--- src/rtl/adc_pair_pkg.sv ---
package adc_pair_pkg;
  typedef enum logic [1:0] {
    ST_IDLE,
    ST_DELAY,
    ST_SAMPLE,
    ST_CONV
  } unit_state_e;
endpackage

--- src/rtl/width_decoder.sv ---
module width_decoder #(
  parameter int CODE_W  = 4,
  parameter int MIN_LOG = 2,
  parameter int N_SIZES = 7,
  parameter int CNT_W   = MIN_LOG + N_SIZES
) (
  input  logic [CODE_W-1:0] code_i,
  output logic [CNT_W-1:0]  win_o,
  output logic              err_o
);
  localparam logic [CODE_W-1:0] MAX_CODE = CODE_W'((N_SIZES - 1) * 2);

  logic [CODE_W-2:0] size_sel;

  assign size_sel = code_i[CODE_W-1:1];
  assign err_o    = code_i[0] | (code_i > MAX_CODE);

  always_comb begin
    win_o = '0;
    if (!err_o) win_o = CNT_W'(1) << (int'(size_sel) + MIN_LOG);
  end
endmodule

--- src/rtl/conv_unit.sv ---
module conv_unit
  import adc_pair_pkg::*;
#(
  parameter int CNT_W    = 9,
  parameter int PHASE_W  = 4,
  parameter int CONV_CYC = 12
) (
  input  logic               clk_i,
  input  logic               rst_ni,
  input  logic               trig_i,
  input  logic               block_i,
  input  logic [CNT_W-1:0]   win_i,
  input  logic [PHASE_W-1:0] dly_i,
  output logic               sample_o,
  output logic               busy_o,
  output logic               done_o,
  output logic               ovr_o
);
  localparam logic [CNT_W-1:0] CONV_LAST = CNT_W'(CONV_CYC - 1);

  unit_state_e      state_q;
  logic [CNT_W-1:0] cnt_q;
  logic [CNT_W-1:0] win_q;
  logic             done_q;
  logic             ovr_q;
  logic             cnt_zero;

  assign cnt_zero = (cnt_q == '0);

  always_ff @(posedge clk_i or negedge rst_ni) begin
    if (!rst_ni) begin
      state_q <= ST_IDLE;
      cnt_q   <= '0;
      win_q   <= '0;
      done_q  <= 1'b0;
      ovr_q   <= 1'b0;
    end else begin
      done_q <= 1'b0;
      if (trig_i && state_q != ST_IDLE) ovr_q <= 1'b1;
      unique case (state_q)
        ST_IDLE: begin
          if (trig_i && !block_i) begin
            win_q <= win_i;
            if (dly_i == '0) begin
              state_q <= ST_SAMPLE;
              cnt_q   <= win_i - 1'b1;
            end else begin
              state_q <= ST_DELAY;
              cnt_q   <= CNT_W'(dly_i) - 1'b1;
            end
          end
        end
        ST_DELAY: begin
          if (cnt_zero) begin
            state_q <= ST_SAMPLE;
            cnt_q   <= win_q - 1'b1;
          end else begin
            cnt_q <= cnt_q - 1'b1;
          end
        end
        ST_SAMPLE: begin
          if (cnt_zero) begin
            state_q <= ST_CONV;
            cnt_q   <= CONV_LAST;
          end else begin
            cnt_q <= cnt_q - 1'b1;
          end
        end
        ST_CONV: begin
          if (cnt_zero) begin
            state_q <= ST_IDLE;
            done_q  <= 1'b1;
          end else begin
            cnt_q <= cnt_q - 1'b1;
          end
        end
        default: state_q <= ST_IDLE;
      endcase
    end
  end

  assign sample_o = (state_q == ST_SAMPLE);
  assign busy_o   = (state_q == ST_CONV);
  assign done_o   = done_q;
  assign ovr_o    = ovr_q;
endmodule

--- src/rtl/adc_pair_timer.sv ---
module adc_pair_timer #(
  parameter int CODE_W   = 4,
  parameter int PHASE_W  = 4,
  parameter int MIN_LOG  = 2,
  parameter int N_SIZES  = 7,
  parameter int CONV_CYC = 12
) (
  input  logic               clk_i,
  input  logic               rst_ni,
  input  logic               shared_trig_i,
  input  logic               trig_a_i,
  input  logic               trig_b_i,
  input  logic [CODE_W-1:0]  width_code_a_i,
  input  logic [CODE_W-1:0]  width_code_b_i,
  input  logic [PHASE_W-1:0] phase_i,
  output logic [1:0]         sample_o,
  output logic [1:0]         busy_o,
  output logic [1:0]         done_o,
  output logic [1:0]         overrun_o,
  output logic               cfg_err_o
);
  localparam int N_CONV = 2;
  localparam int CNT_W  = MIN_LOG + N_SIZES;

  logic [CODE_W-1:0]  code  [N_CONV];
  logic [CNT_W-1:0]   win   [N_CONV];
  logic [PHASE_W-1:0] dly   [N_CONV];
  logic [N_CONV-1:0]  trig;
  logic [N_CONV-1:0]  err;

  always_comb begin
    code[0] = width_code_a_i;
    code[1] = width_code_b_i;
    trig[0] = trig_a_i;
    trig[1] = shared_trig_i ? trig_a_i : trig_b_i;
    dly[0]  = '0;
    dly[1]  = shared_trig_i ? phase_i : '0;
  end

  assign cfg_err_o = |err;

  for (genvar i = 0; i < N_CONV; i++) begin : g_conv
    width_decoder #(
      .CODE_W (CODE_W),
      .MIN_LOG(MIN_LOG),
      .N_SIZES(N_SIZES),
      .CNT_W  (CNT_W)
    ) i_dec (
      .code_i(code[i]),
      .win_o (win[i]),
      .err_o (err[i])
    );

    conv_unit #(
      .CNT_W   (CNT_W),
      .PHASE_W (PHASE_W),
      .CONV_CYC(CONV_CYC)
    ) i_unit (
      .clk_i   (clk_i),
      .rst_ni  (rst_ni),
      .trig_i  (trig[i]),
      .block_i (cfg_err_o),
      .win_i   (win[i]),
      .dly_i   (dly[i]),
      .sample_o(sample_o[i]),
      .busy_o  (busy_o[i]),
      .done_o  (done_o[i]),
      .ovr_o   (overrun_o[i])
    );
  end
endmodule

--- config.mk ---
export PLATFORM = sky130hd
export DESIGN_NAME = adc_pair_timer
export DESIGN_NICKNAME = d
export VERILOG_FILES = /design/src/rtl/adc_pair_pkg.sv /design/src/rtl/width_decoder.sv /design/src/rtl/conv_unit.sv /design/src/rtl/adc_pair_timer.sv
export SDC_FILE = /design/constraint.sdc
export NUM_CORES = 1
export LEC_CHECK = 0
export ABC_AREA = 1
export BUFFER_PORTS_ARGS = -buffer_cell sky130_fd_sc_hd__buf_2
export CORE_MARGIN = 2
export CORE_UTILIZATION = 40
export DETAILED_ROUTE_END_ITERATION = 10
export PLACE_DENSITY_LB_ADDON = 0.25
export SLEW_MARGIN = 40
export SYNTH_ARGS = -nofsm -noshare
export SYNTH_HDL_FRONTEND = slang
export SYNTH_SLANG_ARGS = --single-unit
export TNS_END_PERCENT = 30
--- constraint.sdc ---
create_clock -name clk_i -period 5.7 [get_ports clk_i]
set_clock_uncertainty 0.2 [all_clocks]
set_input_delay 0.285 -clock clk_i [delete_from_list [all_inputs] [get_ports clk_i]]
set_output_delay 0.285 -clock clk_i [all_outputs]
set_load 0.05 [all_outputs]
Word level (Yosys, flattened, before mapping):

Cells that the tools add are included.

* register bits after elaboration: 44
* word-level logic and storage cells: 90
* input bits: 17

* reduce and logical (&&, ||, !) cells: 19
* add/subtract/negate cells: 9
* magnitude comparators: 2
* shift operators: 2
* bitwise operators: 2
* equal/unequal tests: 16
* mux-type cells: 30

Operators with widths (count)
* 9-bit 2-to-1 mux: 11
* 9-bit one-hot mux with 4 select lines: 2
* 1-bit by 32-bit << shifter with 9-bit output (first input constant): 2
* 9-bit by 1-bit subtractor with 9-bit output (second input constant): 6
* 9-bit zero test: 2
* 2-bit 2-to-1 mux: 9
* 2-bit one-hot mux with 4 select lines: 2
* 2-bit != test (second input constant): 6
* 3-bit by 2-bit adder with 4-bit output (second input constant): 2
* 2-bit equality test (second input constant): 4
* 4-bit > comparator (second input constant): 2
* 2-bit by 1-bit != test with 1-bit output (second input constant): 4
* 2-bit AND reduction: 4
* 4-bit AND reduction: 2
* 1-bit 2-to-1 mux: 5
* 4-bit by 1-bit subtractor with 5-bit output (second input constant): 1
* 2-bit by 1-bit equality test with 1-bit output (second input constant): 2
* 1-bit logical AND: 4
* 2-bit zero test: 2
* 4-bit zero test: 1
* 4-bit 2-to-1 mux: 1
* 2-bit nonzero test: 2
* 1-bit bitwise OR: 2
* 2-bit OR reduction: 1
* 1-bit zero test: 1

Logic depth before layout (Yosys ltp):

Gate-level depths: netlist of the first run.

* word-level depth: 7
* gate-level depth with buffers: 14
* mapped depth without buffers: 14

Cells and area by module:

A second synthesis of the first run with hierarchy kept.

* cells, all modules: 620
* area total of the unflattened synthesis: 3853.7 µm²

By module, submodules not included
* conv_unit at g_conv[0].i_unit: cells each 294, instances 1, area each 1830.5 µm²
* conv_unit at g_conv[1].i_unit: cells each 262, instances 1, area each 1747.9 µm²
* width_decoder: cells each 25, instances 2, area each 110.1 µm²
* adc_pair_timer: cells each 14, instances 1, area each 55.1 µm²

Least setup slack after synthesis of the first run:

Ideal clock, no wire load.

* path type: in2reg
* from: input port width_code_b_i[2]
* to: register g_conv[1].i_unit.cnt_q[2]
* slack: 3.631 ns
* library setup time: 0.126 ns
* buffers on the path: 0
* arrival: 1.743 ns
* cell stages on the path: 12
* cells stage by stage: ha_1 > nor3_2 > inv_1 > nor2_1 > inv_1 > ha_1 > nand2_1 > nand2_1 > o21ai_1 > nand2_1 > nand2_1 > o21ai_0

* word-level cells in the longest chain between the ends: 7

Ends and longest elaborated chain
* start: declaration: line adc_pair_timer.sv:14 `input logic [CODE_W-1:0] width_code_b_i,`
* 4-bit > comparator / 3-bit by 2-bit adder with 4-bit output (equally long branches): line width_decoder.sv:16, width_decoder.sv:20
* 1-bit bitwise OR / 1-bit by 32-bit << shifter with 9-bit output (equally long branches): line width_decoder.sv:16, width_decoder.sv:20
* 9-bit 2-to-1 mux / 2-bit OR reduction (equally long branches): line width_decoder.sv:20, adc_pair_timer.sv:40
* 9-bit by 1-bit subtractor with 9-bit output / 1-bit zero test (equally long branches): line conv_unit.sv:46, conv_unit.sv:42
* 9-bit 2-to-1 mux / 1-bit logical AND (equally long branches): line conv_unit.sv:44, conv_unit.sv:42
* 9-bit 2-to-1 mux / 2-bit by 1-bit != test with 1-bit output (equally long branches)
* 9-bit one-hot mux with 4 select lines / 2-bit AND reduction (equally long branches)
* end signal: assignment: line conv_unit.sv:46 `cnt_q <= win_i - 1'b1;`
* end signal: assignment: line conv_unit.sv:49 `cnt_q <= CNT_W'(dly_i) - 1'b1;`
* end signal: assignment: line conv_unit.sv:56 `cnt_q <= win_q - 1'b1;`
* end: declaration: line conv_unit.sv:22 `logic [CNT_W-1:0] cnt_q;`

Parallel ways exist; a longest one is shown, timed or not. The select of a mux whose other input is x is not followed.
A chain may end at the register's enable or synchronous reset.

Worst setup path in the final report of the first run:

* from: register g_conv[1].i_unit.state_q[0]
* to: register g_conv[1].i_unit.win_q[0]

* word-level cells in the longest chain between the ends: 2

Ends and longest elaborated chain
* start: declaration: line conv_unit.sv:21 `unit_state_e state_q;`
* start signal: assignment: line conv_unit.sv:32 `state_q <= ST_IDLE;`
* start signal: assignment: line conv_unit.sv:45 `state_q <= ST_SAMPLE;`
* start signal: assignment: line conv_unit.sv:48 `state_q <= ST_DELAY;`
* 2-bit zero test: line conv_unit.sv:40 `unique case (state_q)`
* 2-bit AND reduction (no source line)
* end signal: assignment: line conv_unit.sv:43 `win_q <= win_i;`
* end: declaration: line conv_unit.sv:23 `logic [CNT_W-1:0] win_q;`

Every way passes these cells.

==> summary.txt, run 1 <==
Run status
  – Status: completed

Setup path
  – Worst setup SP type: flop
  – RR Endpoint: g_conv[1].i_unit.win_q[0]
  – Worst-path cell with the longest stage delay: nor2_1
  – CP arrival: 2.45 ns
  – Top Family by Delay on Critical Path: simple AND/OR/NAND/NOR gates
  – Max Fanout on Critical Path: 16
  – Reg2reg path depth: 7
  – Buf/Inv on CP: 3
  – CP endpoint kind: flop
  – CP cell instances: inv_1, ha_1, inv_1, nor2_1, inv_1, nand2_1, o21ai_0
  – RR Startpoint: g_conv[1].i_unit.state_q[0]
  – Critical Path RT: 5.67 ns
  – Slowest stage delay, CP: 0.52 ns
  – CP Depth: 7
  – CP Class: flop to flop
  – Crit path to: g_conv[1].i_unit.win_q[0]
  – R2r setup slk: 3.22 ns
  – Cell mode on critical path: inv_1
  – Crit path launch: g_conv[1].i_unit.state_q[0]

Power and ir drop
  – Total chip power: 1170 µW
  – Max VDD drop: 0.000111 V
  – Pwr dens: 298 nW/µm²
  – Static Leak: 0.00202 µW

Placed design
  – Hpwl dp: 7480 µm
  – Setup WS pre-CTS: 3.09 ns
  – Placed cells: 709
  – PortBufs: 25
  – Placed cell areas: 3840 µm²
  – Placer congestion estimate: 0.882

Route
  – Met2 WL: 4690 µm
  – DR WL/cell: 13.4 µm
  – Drt drc: 0
  – Drt via density: 5.10
  – Met3 WL: 474 µm
  – First DRT Iteration DRCs: 177
  – Routed vias: 3660
  – Met1 WL: 4320 µm
  – Max layer used: met4
  – Drt first pass iters: 9
  – Antenna Nets Post-Route: 0
  – Routed WL: 9590 µm

Global routing
  – Total track usage: 20.5%
  – Grt ovf: 0
  – Vias in the first global route: 3551
  – Largest net degree at the start of global routing: 45
  – First-pass GRT wire length: 16600 µm
  – Antenna violations before repair: 0

Logic synthesis
  – Post-synthesis cell type count: 35
  – Cells after synthesis: 589
  – Area share of the leading cell type in the synthesized netlist: 29.9%
  – Average size of a mapped cell: 6.25 µm²
  – Top-count cell post-synth: nand2_1
  – Mapped Area: 3680 µm²
  – Synth top area cells: dfrtp_1 (30%), nand2_1 (19%), nand3_1 (8.8%)
  – Asr flop ratio synth: 100%
  – Most area-hungry cell type in the Yosys netlist: dfrtp_1
  – Primary FF master, synth: dfrtp_1
  – Post-synthesis register bit count: 44
  – Number of flops mapped to enable cells by yosys: 0
  – Sequential share of the synthesized area: 29.9%
  – Syn Nets: 621
  – Synth Warn #: 0
  – Most instantiated cells after synthesis: nand2_1 (182), inv_1 (79), nor2_1 (79), nand3_1 (65), dfrtp_1 (44)

STA
  – Final setup violation count: 0
  – Slew headroom: 54.5%
  – Worst slew pin tran: 0.680 ns
  – TNS Setup: 0 ns
  – Final worst-path cycle share: 43.5%
  – Setup WS post-layout: 3.22 ns
  – Fmax: 403 MHz
  – Tmin final: 2.48 ns
  – Unrepaired setup endpoints after global routing: no
  – Final Max Slew Viols: 0
  – Final Hold Fails: 0

Final layout
  – Ant. Diodes: 0
  – Layout fillers: 983
  – Synthesis-to-finish area growth: 7.07%
  – Non-Filler Instances: 718
  – Share of layout cells above drive strength 1: 8.40%
  – Layout net count: 638
  – Fin area: 3940 µm²

Floorplan
  – Die Y-Extent: 99.9 µm
  – Die area: 9990 µm²
  – Initial Util: 40.6%
  – IO Pins: 26
  – Row count: 35
  – Chip Width: 99.9 µm
  – Core region area: 9060 µm²

Min path
  – Worst Hold Class: primary input to flop

Clock network
  – CTS root buf: clkbuf_8
  – Worst skew pair latency: 0.30 ns
  – CTS tree: yes
  – CTS clock-pin slew for the worst setup and hold paths: 0.09 ns
  – CTS Buf Count: 5
  – Max Root-Sink Buffers: 2
  – Clk sink count: 44
  – H-tree levels: 2
  – # Post-CTS Setup Buffers: 0

Run
  – Max_cap viols: 0
==> final cells by class <==
type	count	area (µm²)	share of cell area, %
Inverter	84	315	8.00
Clock buffer	8	90.1	2.29
Multi-Input combinational cell	445	2160	54.8
Sequential cell	44	1100	27.9
Tap cell	111	139	3.52
Timing Repair Buffer	26	138	3.49
==> routing by layer <==
metal  vias up  track usage (%)
met5         -                0
met4         0             4.21
met2        73             36.5
met3         9             2.79
met1      1681             26.8
li1       1897                -
==> repair_timing <==
item / 4_1_cts / 5_1_grt
hold buffers: 1 / 0
endpoints found under the hold margin: 44 / 0
resized for setup: 0 / 0
setup endpoints to repair: 0 / 0
==> cells by family after synthesis <==
group,share of synthesized area (%)
buf+inv,11.5
fa+ha+maj,5.10
simple gates,40.7
xor+xnor,2.38
compound gates,10.5
flops,29.9
==> worst min-delay path: cells and delay by family <==
kind            cells  cell delay (ns)
buf+inv             1             0.13
simple gates        1             0.08
compound gates      1             0.07
==> stage by stage <==
step	hold slack [ns]	util, %
after floorplan	-0.211	-
after global placement	0.286	42.3
after detailed placement	0.136	42.4
after CTS	0.107	43.5
after global routing	0.133	43.5
final	0.112	43.5
==> worst min-delay path by stage <==
stage / start / endpoint / slack, ns / cells after the start
finish: width_code_a_i[1] / g_conv[0].i_unit.win_q[5] / 0.11 / 3
global route: width_code_a_i[1] / g_conv[0].i_unit.win_q[5] / 0.13 / 3
CTS: width_code_a_i[1] / g_conv[0].i_unit.win_q[5] / 0.11 / 3
detailed placement: rst_ni / g_conv[0].i_unit.win_q[7] / 0.14 / 1
global placement: g_conv[0].i_unit.win_q[6] / g_conv[0].i_unit.win_q[6] / 0.29 / 2
floorplan: rst_ni / g_conv[0].i_unit.cnt_q[0] / -0.21 / 0
==> placed cells by master (no fill, tap or decap), types with 2 or more instances in the layout <==
cell type  count
clkbuf_1       2
inv_1         79
nor2_1        79
o21ai_0       39
clkbuf_8       6
nand2_1      182
dfrtp_1       44
nor2_4         4
a21oi_1       12
ha_1          15
xor2_1         9
nand2_2        3
a31oi_1        3
o21ai_1        5
o21ai_2        2
nand3_1       65
inv_2          5
buf_2         24
nand4_1        9
nor3_1         3
nor2_2         2
==> power by group <==
part / leakage, µW / switching, µW / total [µW] / internal [µW]
logic: 0.00146 / 337 / 515 / 178
clock network: 0.0000455 / 109 / 208 / 99.1
registers: 0.000518 / 70.0 / 452 / 382
total: 0.00202 / 516 / 1170 / 659
==> state kept, by name, summed over array words and instances, names as in the netlist <==
name	cells
g_conv.i_unit.state_q	4
g_conv.i_unit.ovr_o	2
g_conv.i_unit.cnt_q	18
g_conv.i_unit.win_q	18
g_conv.i_unit.done_o	2
Power figures use the tool's default switching activity.
==> inputs of run 2 (changes only) <==
Clock period 5.7 ns to 2.19 ns, I/O delays scaled along.
==> run 2 against run 1 <==
  * Register-to-register slack worse by 3.1 ns
  * Setup slack worse by 3.1 ns
  * Count of clock-buffer cells in the layout down 2
  * Worst hold slack worse by 0.089 ns
  * Largest power group unchanged
==> summary.txt, run 2 (synthesis gave the netlist of run 1 again) <==
Run status
  – Status: completed (unchanged)

STA
  – Final Hold Fails: 0 (unchanged)
  – TNS Setup: 0 ns (unchanged)
  – Final Max Slew Viols: 0 (unchanged)
  – Final setup violation count: 0 (unchanged)
  – Final worst-path cycle share: 96.4% (was 43.5%)
  – Slew headroom: 72.0% (was 54.5%)
  – Setup WS post-layout: 0.0792 ns (was 3.22 ns)
  – Worst slew pin tran: 0.415 ns (was 0.680 ns)
  – Fmax: 474 MHz (was 403 MHz)
  – Tmin final: 2.11 ns (was 2.48 ns)

Clock network
  – CTS tree: yes (unchanged)
  – CTS Buf Count: 5 (unchanged)
  – Max Root-Sink Buffers: 2 (unchanged)
  – CTS clock-pin slew for the worst setup and hold paths: 0.09 ns (about the same)
  – H-tree levels: 2 (unchanged)
  – Worst skew pair latency: 0.30 ns (about the same)
  – Clk sink count: 44 (unchanged)
  – CTS root buf: clkbuf_8 (unchanged)

Final layout
  – Commonest non-fill, non-tap cells in the layout: nand2_1 (181), inv_1 (79), nor2_1 (78) (was nand2_1 (182), inv_1 (79), nor2_1 (79))
  – Layout net count: 660 (was 638)
  – Ant. Diodes: 0 (unchanged)
  – Layout fillers: 954 (was 983)
  – Register Area: 1100 µm² (unchanged)
  – Commonest non-fill, non-tap cell in the layout: nand2_1 (unchanged)
  – Share of layout cells above drive strength 1: 11.8% (was 8.40%)
  – Synthesis-to-finish area growth: 13.1% (was 7.07%)
  – Final Core Density: 45.9% (was 43.5%)
  – Multi-input gate area in the final layout: 2180 µm² (was 2160 µm²)
  – Top Registers: g_conv.i_unit.cnt_q (18), g_conv.i_unit.win_q (18), g_conv.i_unit.state_q (4) (unchanged)

Setup path
  – CP arrival: 2.09 ns (was 2.45 ns)
  – R2r setup slk: 0.08 ns (was 3.22 ns)
  – Worst setup SP type: flop (unchanged)
  – Critical Path RT: 2.17 ns (was 5.67 ns)
  – CP Class: flop to flop (unchanged)
  – Max Fanout on Critical Path: 11 (was 16)
  – CP endpoint kind: flop (unchanged)

Placed design
  – Placer congestion estimate: 0.889 (was 0.882)
  – Hpwl dp: 7690 µm (was 7480 µm)
  – PortBufs: 25 (unchanged)
  – Setup WS pre-CTS: 0.0276 ns (was 3.09 ns)

Power and ir drop
  – Static Leak: 0.00214 µW (was 0.00202 µW)
  – Pwr dens: 768 nW/µm² (was 298 nW/µm²)
  – Max VDD drop: 0.000262 V (was 0.000111 V)
  – Total chip power: 3200 µW (was 1170 µW)

Floorplan
  – Die area: 9990 µm² (unchanged)
  – Initial Util: 40.6% (unchanged)
  – Core region area: 9060 µm² (unchanged)
  – IO Pins: 26 (unchanged)
  – Row count: 35 (unchanged)
  – Chip Width: 99.9 µm (unchanged)
  – Die Y-Extent: 99.9 µm (unchanged)

Global routing
  – Total track usage: 20.2% (was 20.5%)
  – Met3 usage: 3.13% (was 2.79%)
  – Largest net degree at the start of global routing: 31 (was 45)
  – Met2 global-route usage: 35.1% (was 36.5%)
  – Busiest layer in global routing: met2 (unchanged)
  – M1 GR Usage: 25.7% (was 26.8%)
  – Vias in the first global route: 3559 (was 3551)
  – First-pass GRT wire length: 16400 µm (was 16600 µm)
  – Antenna violations before repair: 0 (unchanged)
  – Grt ovf: 0 (unchanged)

Route
  – Routed WL: 9670 µm (was 9590 µm)
  – Drt drc: 0 (unchanged)
  – DR WL/cell: 13.1 µm (was 13.4 µm)
  – Drt first pass iters: 5 (was 9)
  – Routed vias: 3733 (was 3660)
  – Antenna Nets Post-Route: 0 (unchanged)
  – Drt via density: 5.04 (was 5.10)
  – First DRT Iteration DRCs: 163 (was 177)

Run
  – Max_cap viols: 0 (unchanged)

Min path
  – Worst Hold Class: primary input to flop (unchanged)
run 2: what timing repair did:
item,4_1_cts,5_1_grt
endpoints found under the setup margin,0,14
setup buffers,0,1
hold buffers,4,0
gates resized for setup,0,5
endpoints found under the hold margin,30,0
run 2: area by class of cell:
class | instances | area share (%)
timing repair buffer | 48 | 7.76
tap | 111 | 3.34
multi-input combinational | 445 | 52.3
clock buffer | 6 | 1.74
sequential | 44 | 26.5
inverter | 84 | 7.58
clock inverter | 2 | 0.842
run 2: path summary, 6_finish.rpt:
check	cells past startpoint	start	endpoint
min in group asynchronous	2	rst_ni	g_conv[0].i_unit.win_q[7]
setup reg to reg	10	g_conv[1].i_unit.cnt_q[1]	g_conv[1].i_unit.cnt_q[3]
max in group asynchronous	3	rst_ni	g_conv[1].i_unit.win_q[8]
setup / recovery	10	g_conv[1].i_unit.cnt_q[1]	g_conv[1].i_unit.cnt_q[3]
hold / removal	4	width_code_a_i[2]	g_conv[0].i_unit.win_q[7]
hold reg to reg	2	g_conv[1].i_unit.win_q[0]	g_conv[1].i_unit.win_q[0]
run 2: worst max-delay path: stages, from the launching register on:
cell     delay, ns
dfrtp_1       0.41
inv_1         0.09
ha_1          0.16
nand2_1       0.06
nor2_1        0.13
nand2_2       0.12
buf_4         0.20
o21ai_0       0.33
nand3_1       0.13
nand2_1       0.08
a22oi_1       0.06
run 2: report_power, final:
part	internal [µW]	total [µW]	switching (µW)
clock network	339	633	294
registers	994	1180	187
logic	492	1380	889
run 2: through the flow:
| stage | hold WS [ns] | instances | cell area (µm²) |
|---|---|---|---|
| 2_1_floorplan | -0.386 | 589 | 3680 |
| 3_3_place_gp | 0.0238 | 727 | 3970 |
| 3_5_place_dp | 0.0168 | 727 | 3970 |
| 4_1_cts | 0.0134 | 739 | 4120 |
| 5_1_grt | 0.0483 | 740 | 4160 |
| 6_report | 0.0228 | 740 | 4160 |
run 2: per-layer routing:
metal,wire [µm],up-vias
met2,4660,82
met5,0,-
met3,320,17
met4,232,0
met1,4450,1696
li1,-,1938
==> inputs of run 3 (changes only) <==
Clock period 2.19 ns to 2.4 ns, I/O delays scaled along.
==> run 3 against run 2 <==
  * Final cell count decreased by 0.81%
  * Total power is 11% lower
  * Via count grew 0.21%
  * Wire length shrank 1.3%
  * Sequential power fell by 8%
==> summary.txt, run 3 (synthesis gave the netlist of run 1 again) <==
Run
  – Max_cap viols: 0 (unchanged)

Floorplan
  – Row count: 35 (unchanged)
  – Die Y-Extent: 99.9 µm (unchanged)
  – Initial Util: 40.6% (unchanged)
  – Core region area: 9060 µm² (unchanged)
  – Die area: 9990 µm² (unchanged)
  – IO Pins: 26 (unchanged)
  – Chip Width: 99.9 µm (unchanged)

STA
  – Unrepaired setup endpoints after global routing: no
  – Tmin final: 2.24 ns
  – Fmax: 447 MHz
  – Final setup violation count: 0 (unchanged)
  – Final Max Slew Viols: 0 (unchanged)
  – Min Hold Slack: 0.0190 ns (was 0.0228 ns)
  – Final worst-path cycle share: 93.2%
  – TNS Setup: 0 ns (unchanged)
  – Final Hold Fails: 0 (unchanged)
  – Worst slew pin tran: 0.603 ns (was 0.415 ns)
  – Slew headroom: 59.6% (was 72.0%)

Clock network
  – CTS tree: yes (unchanged)
  – Clk sink count: 44 (unchanged)
  – CTS root buf: clkbuf_8 (unchanged)
  – CTS clock-pin slew for the worst setup and hold paths: 0.09 ns (about the same)
  – CTS Buf Count: 5 (unchanged)
  – H-tree levels: 2 (unchanged)
  – Max Root-Sink Buffers: 2 (unchanged)
  – Worst skew pair latency: 0.31 ns (was 0.30 ns)

Setup path
  – Worst setup SP type: primary input (was flop)
  – CP Class: primary input to flop (was flop to flop)
  – Worst-path cell with the longest stage delay: dlygate4sd3_1 (was dfrtp_1)
  – Cell mode on critical path: nand2_1 (unchanged)
  – CP endpoint kind: flop (unchanged)
  – CP Depth: 11 (was 10)
  – Max Fanout on Critical Path: 11 (unchanged)
  – Critical Path RT: 2.44 ns (was 2.17 ns)
  – Reg2reg path depth: 7 (was 10)
  – Slowest stage delay, CP: 0.55 ns (was 0.41 ns)
  – R2r setup slk: 0.25 ns (was 0.08 ns)
  – Top Family by Delay on Critical Path: buffers and inverters (was simple AND/OR/NAND/NOR gates)
  – Buf/Inv on CP: 4 (was 2)
  – CP arrival: 2.28 ns (was 2.09 ns)
  – CP cell instances: dlygate4sd3_1, buf_2, nand2_1, nand2_1, nor2_4, nand2_1, nor2_4, buf_4, nand4_1, dlygate4sd3_1, o21ai_0 (was inv_1, ha_1, nand2_1, nor2_1, nand2_2, buf_4, o21ai_0, nand3_1, nand2_1, a22oi_1)

Placed design
  – Hpwl dp: 7520 µm (was 7690 µm)
  – Placer congestion estimate: 0.931 (was 0.889)
  – PortBufs: 25 (unchanged)
  – Placed cell areas: 3910 µm² (was 3970 µm²)
  – Placed cells: 719 (was 727)

Final layout
  – Register Area: 1100 µm² (unchanged)
  – Non-Filler Instances: 734 (was 740)
  – Ant. Diodes: 0 (unchanged)
  – Share of layout cells above drive strength 1: 10.8% (was 11.8%)
  – Commonest non-fill, non-tap cell in the layout: nand2_1 (unchanged)
  – Top Registers: g_conv.i_unit.cnt_q (18), g_conv.i_unit.win_q (18), g_conv.i_unit.state_q (4) (unchanged)
  – Layout net count: 654 (was 660)
  – Synthesis-to-finish area growth: 10.9% (was 13.1%)
  – Layout fillers: 957 (was 954)
  – Commonest non-fill, non-tap cells in the layout: nand2_1 (182), inv_1 (79), nor2_1 (78) (was nand2_1 (181), inv_1 (79), nor2_1 (78))
  – Fin area: 4080 µm² (was 4160 µm²)
  – Multi-input gate area in the final layout: 2170 µm² (was 2180 µm²)

Global routing
  – Met3 usage: 2.30% (was 3.13%)
  – Grt ovf: 0 (unchanged)
  – Vias in the first global route: 3535 (was 3559)
  – Busiest layer in global routing: met2 (unchanged)
  – Antenna violations before repair: 0 (unchanged)
  – Total track usage: 20.7% (was 20.2%)
  – M1 GR Usage: 26.3% (was 25.7%)
  – Met2 global-route usage: 36.4% (was 35.1%)
  – Largest net degree at the start of global routing: 45 (was 31)
  – First-pass GRT wire length: 16600 µm (was 16400 µm)

Power and ir drop
  – Clk pwr share: 17.5% (was 19.8%)
  – Cell-internal power: 1580 µW (was 1830 µW)
  – Sw Pwr: 1270 µW (was 1370 µW)
  – Pwr dens: 698 nW/µm² (was 768 nW/µm²)
  – Max VDD drop: 0.000217 V (was 0.000262 V)
  – Sw Ratio: 44.5% (was 42.9%)
  – Total chip power: 2850 µW (was 3200 µW)
  – Static Leak: 0.00210 µW (was 0.00214 µW)
  – Logic gate share of total power: 44.5% (was 43.2%)
  – Sequential Power Share: 38.0% (was 37.0%)

Route
  – First DRT Iteration DRCs: 207 (was 163)
  – DR WL/cell: 13.0 µm (was 13.1 µm)
  – Routed vias: 3741 (was 3733)
  – Routed WL: 9540 µm (was 9670 µm)
  – Drt first pass iters: 5 (unchanged)
  – Drt drc: 0 (unchanged)
  – Drt via density: 5.10 (was 5.04)
  – Antenna Nets Post-Route: 0 (unchanged)

Run status
  – Status: completed (unchanged)

Min path
  – Hold depth: 4 (unchanged)
  – Worst Hold Class: primary input to flop (unchanged)
==> run 3: worst paths after layout <==
path                                             start                         to
max                                  width_code_a_i[1]  g_conv[0].i_unit.win_q[5]
min                                  width_code_b_i[2]  g_conv[1].i_unit.win_q[3]
max reg2reg                g_conv[0].i_unit.state_q[1]  g_conv[0].i_unit.win_q[5]
min reg2reg                  g_conv[1].i_unit.win_q[0]  g_conv[1].i_unit.win_q[0]
max in group asynchronous                       rst_ni  g_conv[0].i_unit.win_q[0]
min in group asynchronous                       rst_ni  g_conv[0].i_unit.win_q[4]
==> run 3: timing repair <==
action	in CTS	in global routing
hold buffers	4	0
gates resized for setup	0	3
buffers inserted	0	3
endpoints found under the setup margin	0	1
hold endpoints to repair	46	0
==> run 3: power by group through the flow <==
stage / registers, µW / logic (µW) / clock network [µW]
final: 1080 / 1270 / 500
after global routing: 1110 / 1460 / 550
after CTS: 1080 / 1250 / 514
after detailed placement: 1100 / 1240 / 0
after global placement: 1090 / 1230 / 0
after floorplan: 1040 / 999 / 0
==> run 3: stage by stage <==
| stage | util (%) | setup slack (ns) |
|---|---|---|
| 2_1_floorplan | - | 0.496 |
| 3_3_place_gp | 43.2 | 0.121 |
| 3_5_place_dp | 43.2 | 0.132 |
| 4_1_cts | 44.6 | 0.0184 |
| 5_1_grt | 45.0 | 0.0134 |
| 6_report | 45.0 | 0.164 |
==> run 3: routing by layer <==
| layer | part of all wire, % | wire length [µm] | up-vias |
|---|---|---|---|
| met2 | 48 | 4630 | 100 |
| met1 | 44 | 4170 | 1702 |
| li1 | - | - | 1920 |
| met5 | 0 | 0 | - |
| met4 | 2.4 | 230 | 0 |
| met3 | 5.4 | 515 | 19 |
==> run 3: area by class of cell <==
class                           count  share of cell area, %
Inverter                           84                   7.73
Tap cell                          111                   3.40
Clock inverter                      2                  0.245
Multi-Input combinational cell    445                   53.2
Clock buffer                        6                   2.02
Timing Repair Buffer               42                   6.44
Sequential cell                    44                   27.0
==> run 3: tightest hold or removal path, stage by stage <==
cell	delay [ns]
buf_2	0.12
nor2_1	0.09
nand3_1	0.08
o21ai_0	0.06
